==> src/rtl/rxr_pkg.sv <==
package rxr_pkg;

    localparam int WORD_W       = 32;
    localparam int DESC_BYTES   = 8;
    localparam int CTL_OFFSET   = 4;
    localparam int ADR_USED_BIT = 0;
    localparam int ADR_WRAP_BIT = 1;
    localparam int CTL_SOF_BIT  = 14;
    localparam int CTL_EOF_BIT  = 15;
    localparam int CTL_LEN_W    = 12;

    typedef enum logic [2:0] {
        S_IDLE,
        S_FETCH,
        S_FILL,
        S_WWORD,
        S_WCTL,
        S_WADR,
        S_DROP
    } wr_state_e;

    typedef struct packed {
        logic [29:0] base_w;
        logic        wrap;
        logic        used;
    } adr_word_t;

    function automatic logic [WORD_W-1:0] make_ctl(input logic sof,
                                                   input logic eof,
                                                   input logic [CTL_LEN_W-1:0] len);
        logic [WORD_W-1:0] w;
        w              = '0;
        w[CTL_SOF_BIT] = sof;
        w[CTL_EOF_BIT] = eof;
        if (eof) w[CTL_LEN_W-1:0] = len;
        return w;
    endfunction

endpackage

==> src/rtl/rxr_delay.sv <==
module rxr_delay #(
    parameter int DEPTH = 4
) (
    input  logic       clk,
    input  logic       rst,
    input  logic       clr,
    input  logic       push,
    input  logic [7:0] din,
    output logic [7:0] dout,
    output logic       full
);
    localparam int CW = $clog2(DEPTH + 1);

    logic [7:0]    tap [DEPTH];
    logic [CW-1:0] cnt;

    always_ff @(posedge clk) begin
        if (rst || clr)
            cnt <= '0;
        else if (push && cnt != CW'(DEPTH))
            cnt <= cnt + 1'b1;
    end

    always_ff @(posedge clk) begin
        if (push) begin
            tap[0] <= din;
            for (int i = 1; i < DEPTH; i++) tap[i] <= tap[i-1];
        end
    end

    assign dout = tap[DEPTH-1];
    assign full = (cnt == CW'(DEPTH));
endmodule

==> src/rtl/rxr_pack.sv <==
module rxr_pack (
    input  logic        clk,
    input  logic        rst,
    input  logic        clr,
    input  logic        we,
    input  logic [1:0]  lane,
    input  logic [7:0]  din,
    output logic [31:0] word
);
    always_ff @(posedge clk) begin
        if (rst || clr)
            word <= '0;
        else if (we)
            word[lane*8 +: 8] <= din;
    end
endmodule

==> src/rtl/rxr_status.sv <==
module rxr_status #(
    parameter int N = 2
) (
    input  logic         clk,
    input  logic         rst,
    input  logic [N-1:0] set,
    input  logic [N-1:0] clr,
    output logic [N-1:0] flags
);
    always_ff @(posedge clk) begin
        if (rst) flags <= '0;
        else     flags <= set | (flags & ~clr);
    end
endmodule

==> src/rtl/rx_ring_writer.sv <==
module rx_ring_writer
    import rxr_pkg::*;
#(
    parameter int BUF_BYTES = 128,
    parameter int FCS_BYTES = 4
) (
    input  logic        clk,
    input  logic        rst,
    input  logic        en,
    input  logic        fcs_strip,
    input  logic [31:0] ring_base,
    input  logic        s_valid,
    input  logic [7:0]  s_data,
    input  logic        s_last,
    output logic        s_ready,
    output logic        mem_req,
    output logic        mem_we,
    output logic [31:0] mem_addr,
    output logic [31:0] mem_wdata,
    input  logic [31:0] mem_rdata,
    input  logic        mem_ack,
    input  logic [1:0]  stat_clr,
    output logic [1:0]  rx_stat,
    output logic        irq
);
    localparam int OFF_W  = $clog2(BUF_BYTES) + 1;
    localparam int WIDX_W = $clog2(BUF_BYTES / 4) + 1;

    wr_state_e            st;
    logic [31:0]          ptr;
    adr_word_t            cur;
    logic [OFF_W-1:0]     off;
    logic [WIDX_W-1:0]    widx;
    logic [CTL_LEN_W-1:0] len;
    logic                 first;
    logic                 fend;

    logic        acc, store, need_wr, strip_on, dly_full, pack_clr;
    logic [7:0]  dly_out, st_byte;
    logic [OFF_W-1:0] new_off;
    logic [31:0] word;
    logic        done_set, used_set;

    assign s_ready = en && (st == S_FILL || st == S_DROP);
    assign acc     = s_valid && s_ready;

    generate
        if (FCS_BYTES > 0) begin : g_strip
            rxr_delay #(.DEPTH(FCS_BYTES)) u_dly (
                .clk  (clk),
                .rst  (rst),
                .clr  (st == S_IDLE),
                .push (acc && st == S_FILL),
                .din  (s_data),
                .dout (dly_out),
                .full (dly_full)
            );
            assign strip_on = fcs_strip;
        end else begin : g_plain
            assign dly_out  = 8'h00;
            assign dly_full = 1'b0;
            assign strip_on = 1'b0;
        end
    endgenerate

    assign st_byte = strip_on ? dly_out : s_data;
    assign store   = acc && (st == S_FILL) && (strip_on ? dly_full : 1'b1);
    assign new_off = off + OFF_W'(store);
    assign need_wr = (store && new_off[1:0] == 2'b00) ||
                     (s_last && new_off[1:0] != 2'b00);

    assign pack_clr = (st == S_WWORD && mem_ack) || (st == S_IDLE);

    rxr_pack u_pack (
        .clk  (clk),
        .rst  (rst),
        .clr  (pack_clr),
        .we   (store),
        .lane (off[1:0]),
        .din  (st_byte),
        .word (word)
    );

    // Memory port requests
    always_comb begin
        mem_req   = 1'b0;
        mem_we    = 1'b0;
        mem_addr  = ptr;
        mem_wdata = '0;
        unique case (st)
            S_FETCH: mem_req = 1'b1;
            S_WWORD: begin
                mem_req   = 1'b1;
                mem_we    = 1'b1;
                mem_addr  = {cur.base_w, 2'b00} + 32'({widx, 2'b00});
                mem_wdata = word;
            end
            S_WCTL: begin
                mem_req   = 1'b1;
                mem_we    = 1'b1;
                mem_addr  = ptr + 32'(CTL_OFFSET);
                mem_wdata = make_ctl(first, fend, len);
            end
            S_WADR: begin
                mem_req   = 1'b1;
                mem_we    = 1'b1;
                mem_wdata = {cur.base_w, cur.wrap, 1'b1};
            end
            default: ;
        endcase
    end

    // Sequencer
    always_ff @(posedge clk) begin
        if (rst || !en) begin
            st    <= S_IDLE;
            ptr   <= ring_base;
            cur   <= '0;
            off   <= '0;
            widx  <= '0;
            len   <= '0;
            first <= 1'b1;
            fend  <= 1'b0;
        end else begin
            unique case (st)
                S_IDLE: if (s_valid) st <= S_FETCH;
                S_FETCH: if (mem_ack) begin
                    if (mem_rdata[ADR_USED_BIT]) begin
                        st <= S_DROP;
                    end else begin
                        cur  <= mem_rdata;
                        off  <= '0;
                        widx <= '0;
                        st   <= S_FILL;
                    end
                end
                S_FILL: if (acc) begin
                    off <= new_off;
                    len <= len + CTL_LEN_W'(store);
                    if (s_last) fend <= 1'b1;
                    st <= need_wr ? S_WWORD : (s_last ? S_WCTL : S_FILL);
                end
                S_WWORD: if (mem_ack) begin
                    widx <= widx + 1'b1;
                    st   <= (fend || off == OFF_W'(BUF_BYTES)) ? S_WCTL : S_FILL;
                end
                S_WCTL: if (mem_ack) st <= S_WADR;
                S_WADR: if (mem_ack) begin
                    ptr   <= cur.wrap ? ring_base : ptr + 32'(DESC_BYTES);
                    first <= 1'b0;
                    if (fend) begin
                        st    <= S_IDLE;
                        first <= 1'b1;
                        fend  <= 1'b0;
                        len   <= '0;
                    end else begin
                        st <= S_FETCH;
                    end
                end
                S_DROP: if (acc && s_last) begin
                    st    <= S_IDLE;
                    first <= 1'b1;
                    fend  <= 1'b0;
                    len   <= '0;
                end
                default: st <= S_IDLE;
            endcase
        end
    end

    assign done_set = (st == S_WADR) && mem_ack && fend && en;
    assign used_set = (st == S_FETCH) && mem_ack && mem_rdata[ADR_USED_BIT] && en;

    rxr_status #(.N(2)) u_stat (
        .clk   (clk),
        .rst   (rst),
        .set   ({used_set, done_set}),
        .clr   (stat_clr),
        .flags (rx_stat)
    );

    assign irq = rx_stat[0];
endmodule

==> config.mk <==
export PLATFORM = sky130hd
export DESIGN_NAME = rx_ring_writer
export DESIGN_NICKNAME = d
export VERILOG_FILES = /design/src/rtl/rxr_pkg.sv /design/src/rtl/rxr_delay.sv /design/src/rtl/rxr_pack.sv /design/src/rtl/rxr_status.sv /design/src/rtl/rx_ring_writer.sv
export SDC_FILE = /design/constraint.sdc
export NUM_CORES = 1
export LEC_CHECK = 0
export CORE_MARGIN = 3
export CORE_UTILIZATION = 54
export DETAILED_ROUTE_END_ITERATION = 7
export HOLD_SLACK_MARGIN = 0.15
export PLACE_DENSITY_LB_ADDON = 0.25
export SLEW_MARGIN = 25
export SYNTH_ARGS = -nofsm -noshare
export SYNTH_HDL_FRONTEND = slang
export SYNTH_SLANG_ARGS = --single-unit
==> constraint.sdc <==
create_clock -name clk -period 3.6 [get_ports clk]
set_clock_uncertainty 0.2 [all_clocks]
set_input_delay 0.54 -clock clk [delete_from_list [all_inputs] [get_ports clk]]
set_output_delay 0.54 -clock clk [all_outputs]
set_load 0.05 [all_outputs]
Yosys cells after proc, flatten, opt, wreduce, memory -nomap -nowiden
Memories as Yosys holds them, arrays and structs flattened.
Index checks and enable logic that the tools add are counted.
{"block": "classes", "mul": 0, "addsub": 8, "bitwise_logic": 4, "n_shift": 2, "muxes": 49, "n_reduce_logical": 42, "div_mod_pow": 0, "n_eq_ne": 19, "order_cmp": 0}
{"cell": "32-bit 2-to-1 mux", "count": 4}
{"cell": "32-bit case mux with 3 select lines", "count": 1}
{"cell": "32-bit case mux with 2 select lines", "count": 1}
{"cell": "12-bit 2-to-1 mux", "count": 5}
{"cell": "12-bit case mux with 3 select lines", "count": 1}
{"cell": "5-bit negator with 34-bit output", "count": 1}
{"cell": "8-bit by 34-bit variable shift with 32-bit output (first input constant)", "count": 1}
{"cell": "8-bit by 34-bit indexed part select with 32-bit output", "count": 1}
{"cell": "3-bit 2-to-1 mux", "count": 11}
{"cell": "32-bit by 3-bit adder with 32-bit output (second input constant)", "count": 1}
{"cell": "32-bit by 4-bit adder with 32-bit output (second input constant)", "count": 1}
{"cell": "32-bit by 8-bit adder with 32-bit output", "count": 1}
{"cell": "32-bit bitwise mux", "count": 1}
{"cell": "8-bit 2-to-1 mux", "count": 4}
{"cell": "3-bit case mux with 7 select lines", "count": 1}
{"cell": "6-bit 2-to-1 mux", "count": 3}
{"cell": "2-bit != test (second input constant)", "count": 9}
{"cell": "8-bit case mux with 2 select lines", "count": 1}
{"cell": "1-bit logical AND", "count": 15}
{"cell": "1-bit 2-to-1 mux", "count": 13}
{"cell": "12-bit by 1-bit adder with 12-bit output", "count": 1}
{"cell": "3-bit equality test (second input constant)", "count": 4}
{"cell": "6-bit case mux with 2 select lines", "count": 1}
{"cell": "2-bit nonzero test", "count": 6}
{"cell": "26 further kinds", "count": 36}
{"block": "totals", "memories": 1, "ff_bits": 131, "latch_bits": 0, "romBits": 0, "ramBits": 32}
{"memory": "g_strip.u_dly.tap", "words": 4, "word_bits": 8, "read_ports": 4, "rd_clocked_by_memory_dff": 0, "wr": 4, "line": "rxr_delay.sv:14", "source": "logic [7:0] tap [DEPTH];"}

Depth between registers and ports, before layout
{"block": "depth", "ltp_word": 13, "depth_mapped": 14, "depth_no_buf": 13}

Modules after synthesis
Synthesis repeated with hierarchy kept, for this count alone.
{"block": "hier_totals", "hier_cells": 1013, "hier_area_um2": 9031.2}
{"module": "rx_ring_writer", "cells_per_inst": 817, "seq_area_each_um2": 2202.1, "area_per_inst_um2": 6508.7, "instances": 1}
{"module": "rxr_pack", "cells_per_inst": 138, "seq_area_each_um2": 640.6, "area_per_inst_um2": 1303.8, "instances": 1}
{"module": "rxr_delay", "cells_per_inst": 50, "seq_area_each_um2": 1021.0, "area_per_inst_um2": 1148.6, "instances": 1}
{"module": "rxr_status", "cells_per_inst": 8, "seq_area_each_um2": 40.0, "area_per_inst_um2": 70.1, "instances": 1}

Worst setup path before layout
No wires, ideal clock.
{"block": "synth_timing", "path_kind": "register -> output", "from": "reg st[0]", "to": "out mem_addr[14]", "required_ns": 2.860, "path_slack_ns": -0.315, "path_stages_with_launch": 7, "path_buffers": 3, "arrival_time_ns": 3.175, "path_cell_list": "dfxtp_1 -> clkbuf_1 -> clkbuf_1 -> nor2b_1 -> nand2_1 -> clkbuf_1 -> o41ai_1"}
{"block": "synth_via", "elab_chain_cells": 2, "word_cells_on_any_way": 3}
{"item": "from (decl)", "line": "rx_ring_writer.sv:29", "source": "wr_state_e st;"}
{"item": "from (signal assigned)", "line": "rx_ring_writer.sv:141", "source": "st <= need_wr ? S_WWORD : (s_last ? S_WCTL : S_FILL);"}
{"item": "from (signal assigned)", "line": "rx_ring_writer.sv:145", "source": "st <= (fend || off == OFF_W'(BUF_BYTES)) ? S_WCTL : S_FILL;"}
{"item": "3-bit equality test / 3-bit by 2-bit equality test with 1-bit output (equally long branches)", "line": "rx_ring_writer.sv:90", "source": "unique case (st)"}
{"item": "32-bit case mux with 2 select lines (*)", "line": "rx_ring_writer.sv:90"}
{"item": "to (decl)", "line": "rx_ring_writer.sv:18", "source": "output logic [31:0] mem_addr,"}
Every way passes the cells marked *; elsewhere a longest branch is shown, timed or not.

Worst setup path after layout
{"block": "layout_timing", "from": "reg ptr[3]", "to": "out mem_addr[30]"}
{"block": "layout_via", "elab_chain_cells": 2}
{"item": "from (decl)", "line": "rx_ring_writer.sv:30", "source": "logic [31:0] ptr;"}
{"item": "from (signal assigned)", "line": "rx_ring_writer.sv:117", "source": "ptr <= ring_base;"}
{"item": "from (signal assigned)", "line": "rx_ring_writer.sv:149", "source": "ptr <= cur.wrap ? ring_base : ptr + 32'(DESC_BYTES);"}
{"item": "32-bit by 3-bit adder with 32-bit output", "line": "rx_ring_writer.sv:101", "source": "mem_addr = ptr + 32'(CTL_OFFSET);"}
{"item": "32-bit case mux with 2 select lines", "line": "rx_ring_writer.sv:90"}
Every way passes these cells.

==> results by group <==
Detailed routing
  – Via count: 8,674
  – TritonRoute pass-1 iters: 8
  – Routed met3 length: 2820 µm
  – Highest routed metal layer: met4
  – Met2 wire len: 12,600 µm
  – Metal1 wirelength: 10,800 µm
  – First DRT Iteration DRCs: 1,016
  – DR WL/cell: 19.1 µm
  – DRT Wirelength: 27,100 µm
  – DRC: 0
  – DRT antenna net count: 0
  – Drt via density: 6.10

STA
  – Max Transition Viols Final: 0
  – RSZ-0062 raised after global routing: yes
  – Final hold vios: 0
  – Finish-stage setup viols: 0
  – Achievable Freq: 280 MHz
  – Final worst setup slack: 29.3 ps
  – Minimum clock period: 3570 ps
  – Period utilization: 99.2%
  – Slew headroom: 62.2%
  – Sum Neg Setup Slack: 0 ps
  – Worst-Margin Slew: 558 ps

Synthesis
  – Async S/R FF share, synth: 0%
  – Count leader, synth: nand2_1
  – Ys flop type: dfxtp_1
  – Mux cell area share after synthesis: 2.07%
  – Post-synthesis sequential area ratio: 43.0%
  – Post-synthesis xor/xnor area fraction: 7.13%
  – Largest family of logic cells by synthesized area: simple AND/OR/NAND/NOR gates
  – Adder-cell share of the synthesized area: 2.97%
  – Cells after Synth: 1,058
  – Flops & latches, synth: 163
  – Mapped cell area: 9080 µm²
  – Post-synth EDFFs: 64
  – Ranking of synthesized cells by area: dfxtp_1 (22%), edfxtp_1 (21%), nand2_1 (6.7%)
  – Area share of the largest cell type after synthesis: 21.8%
  – Simple-Gate Fraction of Synth Area: 24.4%
  – Top cells by count, synth: nand2_1 (163), a21oi_1 (115), dfxtp_1 (99), nor2_1 (98), edfxtp_1 (64)
  – Largest area contributor in the netlist: dfxtp_1
  – Post-synth cell types: 69
  – Mean Syn Cell Area: 8.59 µm²
  – Compound-Gate Fraction of Synth Area: 16.0%
  – Yosys warns: 0
  – Post-synth net total: 1,160

Placed design
  – Number of port buffers: 150
  – Place WS: 5.21 ps
  – HPWL after DPL: 19,100 µm
  – Placed Area: 11,400 µm²
  – Final GP Congestion: 0.973

Setup path
  – R2R setup slack: 470 ps
  – CP max stage delay: 480 ps
  – CP Class: register to output port
  – Crit-path slowest cell: or4_4
  – Crit path DAT: 2830 ps
  – Critical Path Source Type: register
  – Worst Setup End Kind: output port
  – Crit-path max FO: 5
  – CP required: 2860 ps
  – Crit path cell chain: ha_2, nand2_2, or4_4, or4_4, or3_1, o211ai_1, clkbuf_16
  – Most frequent cell on the critical path: or4_4

Die
  – Ports: 151
  – Row count: 46
  – DIE AREA: 18,400 µm²
  – DIE HEIGHT: 136 µm
  – Core Area: 16,200 µm²
  – Die X: 136 µm
  – Initial Utilization: 56.2%

Clocking
  – # hold bufs at CTS: 0
  – Max clock buf depth: 2
  – CTS tree: built
  – Clk pin slew, worst setup/hold paths: 70 ps
  – Clk_lat worst skew: 440 ps
  – CTS sink count: 163
  – Number of buffers created by CTS: 17
  – Root buf cell: clkbuf_16
  – H-tree depth: 4

Outcome
  – Status: complete, no violations

Global route
  – Initial antenna violation count: 0
  – Vias in the first global route: 7,905
  – Global route total overflow: 0
  – GRT Util Overall: 29.1%
  – First-pass GRT wire length: 41,900 µm
  – Largest net degree at the start of global routing: 56

Finish
  – ANT cells: 0
  – Final nets: 1,296
  – Fill cells: 1,118
  – Multi-input logic area: 4980 µm²
  – Area occupied by registers: 3910 µm²
  – Fin area: 12,200 µm²
  – Layout cells sized above 1: 15.2%
  – P&R area growth vs syn: 34.6%
  – Core Util, Final: 75.6%

Worst hold path
  – Worst min path class: register to register

Power
  – Leak pwr: 0.00435 µW
  – Peak VDD IR: 0.000346 V
  – Pwr Density: 379 nW/µm²
  – Tot Pwr: 4640 µW

Job
  – Max-Cap Viols: 0
[layout by cell type (no fill, tap or decap), types with 6 or more instances in the layout]
cell type and n:
buf_12 58, nor3_1 13, nor2_1 96, nand2b_1 10, o211ai_1 13, clkbuf_16 18
o21ai_0 16, nand2_1 161, ha_1 15, a222oi_1 11, and3_1 13, o21ai_1 6
nor2b_1 11, nand3_1 36, buf_4 41, a22o_1 18, inv_8 8, edfxtp_1 64
mux2_2 6, xor2_1 47, clkdlybuf4s50_1 85, and2_1 9, xnor2_1 26, mux2i_1 12
a21oi_1 115, inv_1 25, dfxtp_1 94, or3_1 43, nand4_1 26
[report_power, final]
group	leakage (µW)	internal (µW)	total (µW)	switching [µW]
Sequential	0.00141	1960	2030	64.5
Combinational	0.00264	316	701	385
Clock	0.000302	1010	1910	899
Total	0.00435	3290	4640	1350
[sequential cells by signal (all words and copies together) (netlist names)]
name,count
g_strip.u_dly.tap,32
ptr,32
u_pack.word,32
cur,31
len,12
off,8
widx,6
g_strip.u_dly.cnt,3
st,3
u_stat.flags,2
fend,1
first,1
[cell type report]
cell class / count / area share (%)
clock buffer: 17 / 3.48
clock inverter: 15 / 1.59
inverter: 25 / 0.767
multi-input combinational: 801 / 40.7
sequential: 163 / 32.0
tap: 216 / 2.21
timing repair buffer: 186 / 19.2
[kinds of logic after synthesis]
kind of cell	Yosys count
AOI/OAI and AO/OA	230
xor gates and xnor gates	74
adders and majority gates	21
buffers and inverters	94
DFF	163
muxes	18
and+or+nand+nor	458
[metrics by stage]
| step | cells | hold WS (ps) |
|---|---|---|
| final | 1423 | 222 |
| after detailed placement | 1385 | 205 |
| after global routing | 1423 | 230 |
| after global placement | 1385 | 204 |
| after floorplan | 1058 | 200 |
| after CTS | 1417 | 223 |
[path summary, 6_finish.rpt]
path,end,start,depth (start not counted)
worst min-delay path,g_strip.u_dly.tap[2][5]$_DFFE_PP_,g_strip.u_dly.tap[1][5]$_DFFE_PP_,0
worst max-delay path,mem_addr[30],ptr[3]$_DFFE_PP_,7
worst max register to register,st[0]$_SDFFE_PP0P_,st[0]$_SDFFE_PP0P_,11
worst min register to register,g_strip.u_dly.tap[2][5]$_DFFE_PP_,g_strip.u_dly.tap[1][5]$_DFFE_PP_,0
[routing by layer]
| layer | vias to the layer above | global-route usage [%] |
|---|---|---|
| li1 | 4067 | - |
| met3 | 60 | 5.83 |
| met1 | 4022 | 39.6 |
| met5 | - | 0 |
| met2 | 525 | 46.0 |
| met4 | 0 | 10.8 |
[what timing repair did]
action,in CTS,in global routing
endpoints found under the setup margin,24,22
buffers inserted,0,6
pin swaps,1,6
gates resized for setup,14,34
[critical path: cells and delay by family (launching register included)]
family	cells	cell delay [ps]
AOI/OAI and AO/OA	1	160
and+or+nand+nor	4	1350
buffers and inverters	1	230
adders and majority gates	1	210
DFF	1	420
No activity file was read; power rests on OpenSTA's default activity.
